===== config.mk =====
export PLATFORM = sky130hd
export DESIGN_NAME = xroad_light_ctrl
export DESIGN_NICKNAME = d
export VERILOG_FILES = /design/src/rtl/xroad_pkg.sv /design/src/rtl/xr_sensor_filter.sv /design/src/rtl/xr_phase_timer.sv /design/src/rtl/xr_light_fsm.sv /design/src/rtl/xroad_light_ctrl.sv
export SDC_FILE = /design/constraint.sdc
export NUM_CORES = 1
export LEC_CHECK = 0
export BUFFER_PORTS_ARGS = -buffer_cell sky130_fd_sc_hd__buf_4
export CAP_MARGIN = 20
export CORE_ASPECT_RATIO = 0.6
export CORE_MARGIN = 2
export CORE_UTILIZATION = 56
export DETAILED_ROUTE_END_ITERATION = 12
export PLACE_DENSITY = 0.75
export REMOVE_ABC_BUFFERS = 1
export SYNTH_ARGS = -nofsm -noshare
export SYNTH_HDL_FRONTEND = slang
export SYNTH_SLANG_ARGS = --single-unit

===== constraint.sdc =====
create_clock -name clk -period 2.33 [get_ports clk]
set_input_delay 0.5825 -clock clk [delete_from_list [all_inputs] [get_ports clk]]
set_output_delay 0.5825 -clock clk [all_outputs]
set_load 0.05 [all_outputs]

===== src/rtl/xroad_pkg.sv =====
package xroad_pkg;

    typedef enum logic [1:0] {
        PH_MAIN_GO   = 2'd0,
        PH_MAIN_WARN = 2'd1,
        PH_SIDE_GO   = 2'd2,
        PH_SIDE_WARN = 2'd3
    } phase_e;

    localparam logic [2:0] LAMP_GRN = 3'b100;
    localparam logic [2:0] LAMP_YEL = 3'b010;
    localparam logic [2:0] LAMP_RED = 3'b001;

endpackage


===== src/rtl/xr_sensor_filter.sv =====
module xr_sensor_filter #(
    parameter int DEB_CYCLES = 4
) (
    input  logic clk,
    input  logic rst,
    input  logic raw_i,
    output logic req_o
);
    localparam int CW = (DEB_CYCLES < 2) ? 1 : $clog2(DEB_CYCLES);

    logic [1:0]    sync_q;
    logic [CW-1:0] run_q;
    logic          clean_q;

    always_ff @(posedge clk) begin
        if (rst) begin
            sync_q <= 2'b00;
        end else begin
            sync_q <= {sync_q[0], raw_i};
        end
    end

    always_ff @(posedge clk) begin
        if (rst) begin
            run_q   <= '0;
            clean_q <= 1'b0;
        end else if (sync_q[1] == clean_q) begin
            run_q   <= '0;
        end else if (run_q == CW'(DEB_CYCLES - 1)) begin
            run_q   <= '0;
            clean_q <= sync_q[1];
        end else begin
            run_q   <= run_q + 1'b1;
        end
    end

    assign req_o = clean_q;

    // the filtered level only ever moves to the synchronised level
    a_r10_follows_sync: assert property (@(posedge clk) disable iff (rst)
        !$stable(clean_q) |-> (clean_q == $past(sync_q[1])));

endmodule


===== src/rtl/xr_phase_timer.sv =====
module xr_phase_timer #(
    parameter int TW = 4
) (
    input  logic          clk,
    input  logic          rst,
    input  logic          tick_i,
    input  logic          en_i,
    input  logic          clr_i,
    input  logic [TW-1:0] limit_i,
    output logic          done_o
);
    logic [TW-1:0] cnt_q;
    logic [TW-1:0] lim_eff;

    assign lim_eff = (limit_i == '0) ? TW'(1) : limit_i;

    always_ff @(posedge clk) begin
        if (rst || clr_i) begin
            cnt_q <= '0;
        end else if (en_i && tick_i && (cnt_q < lim_eff)) begin
            cnt_q <= cnt_q + 1'b1;
        end
    end

    assign done_o = (cnt_q >= lim_eff);

    // the count moves only on a tick or a clear
    a_r11_tick_gate: assert property (@(posedge clk) disable iff (rst)
        (!tick_i && !clr_i) |=> $stable(cnt_q));

endmodule


===== src/rtl/xr_light_fsm.sv =====
module xr_light_fsm
    import xroad_pkg::*;
(
    input  logic       clk,
    input  logic       rst,
    input  logic       req_i,
    input  logic       main_done_i,
    input  logic       side_done_i,
    input  logic       yel_done_i,
    input  logic       quiet_done_i,
    output phase_e     state_o,
    output logic       chg_o,
    output logic [2:0] main_lamp_o,
    output logic [2:0] side_lamp_o
);
    phase_e state_q, state_d;

    always_comb begin
        state_d = state_q;
        unique case (state_q)
            PH_MAIN_GO:   if (req_i && main_done_i)        state_d = PH_MAIN_WARN;
            PH_MAIN_WARN: if (yel_done_i)                  state_d = PH_SIDE_GO;
            PH_SIDE_GO:   if (side_done_i || quiet_done_i) state_d = PH_SIDE_WARN;
            PH_SIDE_WARN: if (yel_done_i)                  state_d = PH_MAIN_GO;
            default:                                       state_d = PH_MAIN_GO;
        endcase
    end

    always_ff @(posedge clk) begin
        if (rst) begin
            state_q <= PH_MAIN_GO;
        end else begin
            state_q <= state_d;
        end
    end

    always_comb begin
        main_lamp_o = LAMP_RED;
        side_lamp_o = LAMP_RED;
        unique case (state_q)
            PH_MAIN_GO:   main_lamp_o = LAMP_GRN;
            PH_MAIN_WARN: main_lamp_o = LAMP_YEL;
            PH_SIDE_GO:   side_lamp_o = LAMP_GRN;
            PH_SIDE_WARN: side_lamp_o = LAMP_YEL;
            default:      main_lamp_o = LAMP_RED;
        endcase
    end

    assign state_o = state_q;
    assign chg_o   = (state_d != state_q) && !rst;

    a_r1_reset_main_green: assert property (@(posedge clk)
        rst |=> (main_lamp_o == LAMP_GRN && side_lamp_o == LAMP_RED));

    a_r4_one_hot: assert property (@(posedge clk) disable iff (rst)
        $onehot(main_lamp_o) && $onehot(side_lamp_o));

    a_r3_main_no_skip: assert property (@(posedge clk) disable iff (rst)
        (main_lamp_o == LAMP_GRN) |=> (main_lamp_o != LAMP_RED));

    a_r3_side_no_skip: assert property (@(posedge clk) disable iff (rst)
        (side_lamp_o == LAMP_GRN) |=> (side_lamp_o != LAMP_RED));

    // main green is kept unless request and served minimum coincide
    a_r5_main_hold: assert property (@(posedge clk) disable iff (rst)
        (state_q == PH_MAIN_GO && !(req_i && main_done_i)) |=> (state_q == PH_MAIN_GO));

    a_r8_side_warn_to_main: assert property (@(posedge clk) disable iff (rst)
        (state_q == PH_SIDE_WARN && yel_done_i) |=> (state_q == PH_MAIN_GO));

endmodule


===== src/rtl/xroad_light_ctrl.sv =====
module xroad_light_ctrl
    import xroad_pkg::*;
#(
    parameter int TW         = 4,
    parameter int YEL_TICKS  = 2,
    parameter int DEB_CYCLES = 4,
    parameter int QUIET_TICKS = 2
) (
    input  logic          clk,
    input  logic          rst,
    input  logic          tick_i,
    input  logic          sensor_i,
    input  logic [TW-1:0] main_green_i,
    input  logic [TW-1:0] side_green_i,
    output logic [2:0]    main_lamp_o,
    output logic [2:0]    side_lamp_o
);
    localparam logic [TW-1:0] YEL_LIM   = TW'(YEL_TICKS);
    localparam logic [TW-1:0] QUIET_LIM = TW'(QUIET_TICKS);

    phase_e state;
    logic   req, chg;
    logic   main_done, side_done, yel_done, quiet_done;
    logic   in_main_go, in_side_go, in_warn;

    assign in_main_go = (state == PH_MAIN_GO);
    assign in_side_go = (state == PH_SIDE_GO);
    assign in_warn    = (state == PH_MAIN_WARN) || (state == PH_SIDE_WARN);

    xr_sensor_filter #(.DEB_CYCLES(DEB_CYCLES)) u_filter (
        .clk   (clk),
        .rst   (rst),
        .raw_i (sensor_i),
        .req_o (req)
    );

    xr_phase_timer #(.TW(TW)) u_main_tmr (
        .clk(clk), .rst(rst), .tick_i(tick_i), .en_i(in_main_go),
        .clr_i(chg), .limit_i(main_green_i), .done_o(main_done)
    );

    xr_phase_timer #(.TW(TW)) u_side_tmr (
        .clk(clk), .rst(rst), .tick_i(tick_i), .en_i(in_side_go),
        .clr_i(chg), .limit_i(side_green_i), .done_o(side_done)
    );

    xr_phase_timer #(.TW(TW)) u_yel_tmr (
        .clk(clk), .rst(rst), .tick_i(tick_i), .en_i(in_warn),
        .clr_i(chg), .limit_i(YEL_LIM), .done_o(yel_done)
    );

    // quiet timer restarts whenever the request is seen again
    xr_phase_timer #(.TW(TW)) u_quiet_tmr (
        .clk(clk), .rst(rst), .tick_i(tick_i), .en_i(in_side_go),
        .clr_i(chg || req), .limit_i(QUIET_LIM), .done_o(quiet_done)
    );

    xr_light_fsm u_fsm (
        .clk          (clk),
        .rst          (rst),
        .req_i        (req),
        .main_done_i  (main_done),
        .side_done_i  (side_done),
        .yel_done_i   (yel_done),
        .quiet_done_i (quiet_done),
        .state_o      (state),
        .chg_o        (chg),
        .main_lamp_o  (main_lamp_o),
        .side_lamp_o  (side_lamp_o)
    );

endmodule


==> impl_metrics.yaml <==
run_status:
  status: "completed"
yosys:
  synth_commonest_cells: "dfxtp_1, inv_1, ha_1"
  async_flop_share_pct: 0
  syn_inst: 153
  yosysUniqueCellTypes: 39
  ys_seq_elements: 23
  synth_area_leaders: "dfxtp_1, ha_1, inv_1"
  yosysWarnings: 0
  syn_area_um2: 1368
  synth_edf_count: 0
  yosysMostFrequentCell: "dfxtp_1"
  yosys_most_used_dff: "dfxtp_1"
  synth_top_area_cell: "dfxtp_1"
  syn_avg_cell_area_um2: 8.938
  yosysTopAreaCellShare_pct: 33.67
  yosysSeqAreaShare_pct: 33.67
worst_setup_path:
  cp-end-kind: "flip-flop"
  crit_family: "compound AO/OA/AOI/OAI gates"
  ff2ff_path_depth: 5
  r2r-end: "u_side_tmr.cnt_q[3]"
  cp.arrival_ps: 2160
  slowest_stage: "o21bai_1"
  cp-start-kind: "input port"
  path_cells: "buf_4 > inv_1 > a31o_2 > ha_1 > nand2b_1 > a21oi_1 > o21bai_1 > buf_4 > a32oi_1"
  crit_fanout: 8
  cp_common_cell: "buf_4"
  r2r_slack_ps: 410
  cp.required_ps: 2460
  startpoint: "main_green_i[3]"
  slowest_delay_ps: 410
  worstSetupPathType: "input port to flip-flop"
  path_buf_inv: 3
  rr_startpoint: "u_side_tmr.cnt_q[3]"
cells_and_area:
  finish.net_count: 199
  drive_gt1_share_pct: 19.30
  diodes: 0
  fin_area_um2: 1572
  synthToLayoutAreaGrowth_pct: 14.91
  final_util_pct: 70.01
sta:
  finalCriticalPeriod_ps: 2026
  fin_setup_tns_ps: 0
  slew_headroom_pct: 55.02
  period_share_pct: 86.96
  fmax_mhz: 493.6
  worstMarginPinSlew_ps: 666.0
  slew_violations: 0
  hold_violations: 0
  fin_ws_ps: 303.9
  finalClockSkew_ps: 7.602
  rsz0062_at_grt: "no"
  finalSetupViolCount: 0
  whs_ps: 431.6
global_route:
  grt_max_degree: 14
  antenna_found_initial: 0
  grt_pass1_wl_um: 5244
  grt_usage_pct: 24.43
  overflow: 0
  grt_pass1_vias: 1143
floorplan:
  initial_core_util_pct: 60.93
  pin_count: 18
  die_area_um2: 2866
  core_area_um2: 2245
  die_y_um: 42.28
  die_w_um: 67.80
  rows: 13
power:
  intPower_uw: 553.7
  power_leakage_nw: 0.6651
  vdd_drop_max_v: 0.0004817
  combPwrFrac_pct: 10.2
  seqPwrFrac_pct: 54.8
  power_frac_clock_pct: 35.0
  p_sw_share_pct: 24.58
  p_sw_uw: 180.4
  p_per_area_nw_per_um2: 467.1
clocking:
  cts_made_buffers: 3
  tritoncts: "done"
  post_cts_buffers: 0
  ctsResizeCount: 0
  clk_pin_slew_ps: 90
  clock-sinks: 23
  clock_path_buffers: 2
  cts_root_buf: "clkbuf_8"
  htreeDepth: 1
  insertion_delay_ps: 270
  hold_buffers: 0
min_path:
  hold_end: "u_filter.run_q[0]"
  min_delay_path_depth: 1
  hp-start: "u_filter.run_q[0]"
  hold_path_class: "flip-flop to flip-flop"
placed_design:
  port_buffers: 17
  placed_area_um2: 1525
  pre_cts_ws_ps: 43.91
  hpwl_um: 2460
  place_congestion: 0.9098
route:
  routed_wl_um: 3057
  antenna_left: 0
  drt-vias-per-instance: 6.194
  drc: 0
  drt_iter0_markers: 58
  wire_per_inst_um: 15.21
  vias: 1245
  drt-pass1-iter-count: 4
flow_run:
  maxCapViolCount: 0
[flip-flops by register name, indices dropped and copies added, names as in the netlist]
register and cells:
u_main_tmr.cnt_q 4, u_quiet_tmr.cnt_q 4, u_side_tmr.cnt_q 4, u_yel_tmr.cnt_q 4, u_filter.run_q 2, u_filter.sync_q 2, u_fsm.state_o 2, u_filter.req_o 1
[worst max path at each step]
stage | to | cells past startpoint | slack (ps)
floorplan | u_quiet_tmr.cnt_q[3] | 7 | 150
global placement | u_main_tmr.cnt_q[3] | 9 | 110
detailed placement | u_side_tmr.cnt_q[3] | 9 | 40
CTS | u_side_tmr.cnt_q[3] | 9 | 340
global route | u_side_tmr.cnt_q[3] | 9 | 230
finish | u_side_tmr.cnt_q[3] | 9 | 300
[power groups by stage]
| stage | Combinational (mW) | Sequential (mW) | Clock (mW) |
|---|---|---|---|
| 2_1_floorplan | 0.0435 | 0.410 | 0 |
| 3_3_place_gp | 0.0703 | 0.412 | 0 |
| 3_5_place_dp | 0.0738 | 0.412 | 0 |
| 4_1_cts | 0.0741 | 0.403 | 0.258 |
| 5_1_grt | 0.0836 | 0.404 | 0.279 |
| 6_report | 0.0749 | 0.402 | 0.257 |
[worst register-to-register path: stages, from the launching register on]
cell,delay (ps)
dfxtp_1,360
ha_1,360
a21oi_2,270
nand3_2,170
or4_1,500
a32oi_1,190
[layer usage]
layer / part of all wire, % / GRT usage (%) / up-vias / wire length (µm)
li1: - / - / 608 / -
met1: 51 / 35.30 / 602 / 1574
met2: 43 / 35.88 / 30 / 1318
met3: 4.4 / 6.452 / 5 / 133
met4: 1.0 / 6.000 / 0 / 31
met5: 0 / 0 / - / 0
[kinds of logic after synthesis]
| logic type | count (synthesis) | synth area share [%] |
|---|---|---|
| AO/OA/AOI/OAI | 40 | 22.32 |
| buffers and inverters | 25 | 7.411 |
| AND/OR/NAND/NOR | 45 | 19.58 |
| multiplexers | 1 | 0.7320 |
| adder cells (fa/ha/maj) | 15 | 13.72 |
| XOR/XNOR | 4 | 2.561 |
| flip-flops | 23 | 33.67 |
[through the flow]
| step | power [mW] | instances |
|---|---|---|
| final | 0.7341 | 201 |
| after global routing | 0.7657 | 201 |
| after CTS | 0.7350 | 201 |
| after detailed placement | 0.4857 | 197 |
| after global placement | 0.4818 | 197 |
| after floorplan | 0.4539 | 147 |
[placed cells by master, fill, tap and decap left out, drive strengths merged]
cell type,instances
a311oi,2
a21oi,5
or3,1
buf,20
ha,15
nand2b,1
nand4,2
nand3,12
a31o,2
o211ai,2
nor3,7
and2,2
clkinv,1
o211a,2
o21ba,1
a32oi,8
clkbuf,3
o41ai,1
and2b,2
or4,4
and4,1
o31ai,4
inv,19
a41oi,2
o21bai,1
o221ai,1
o21ai,5
a31oi,4
xnor2,4
and3,3
mux2i,1
nor2,6
dfxtp,23
nor2b,4
[area by class of cell]
cell class / instances / area, µm²
multi-input cells: 105 / 805.8
clock inverters: 1 / 5.005
inverters: 19 / 71.32
flip-flops and latches: 23 / 460.4
repair buffers: 20 / 150.1
clock buffers: 3 / 41.29
fillers: 181 / 673.1
well taps: 30 / 37.54
Note: power is estimated with default switching activity, not from simulation.
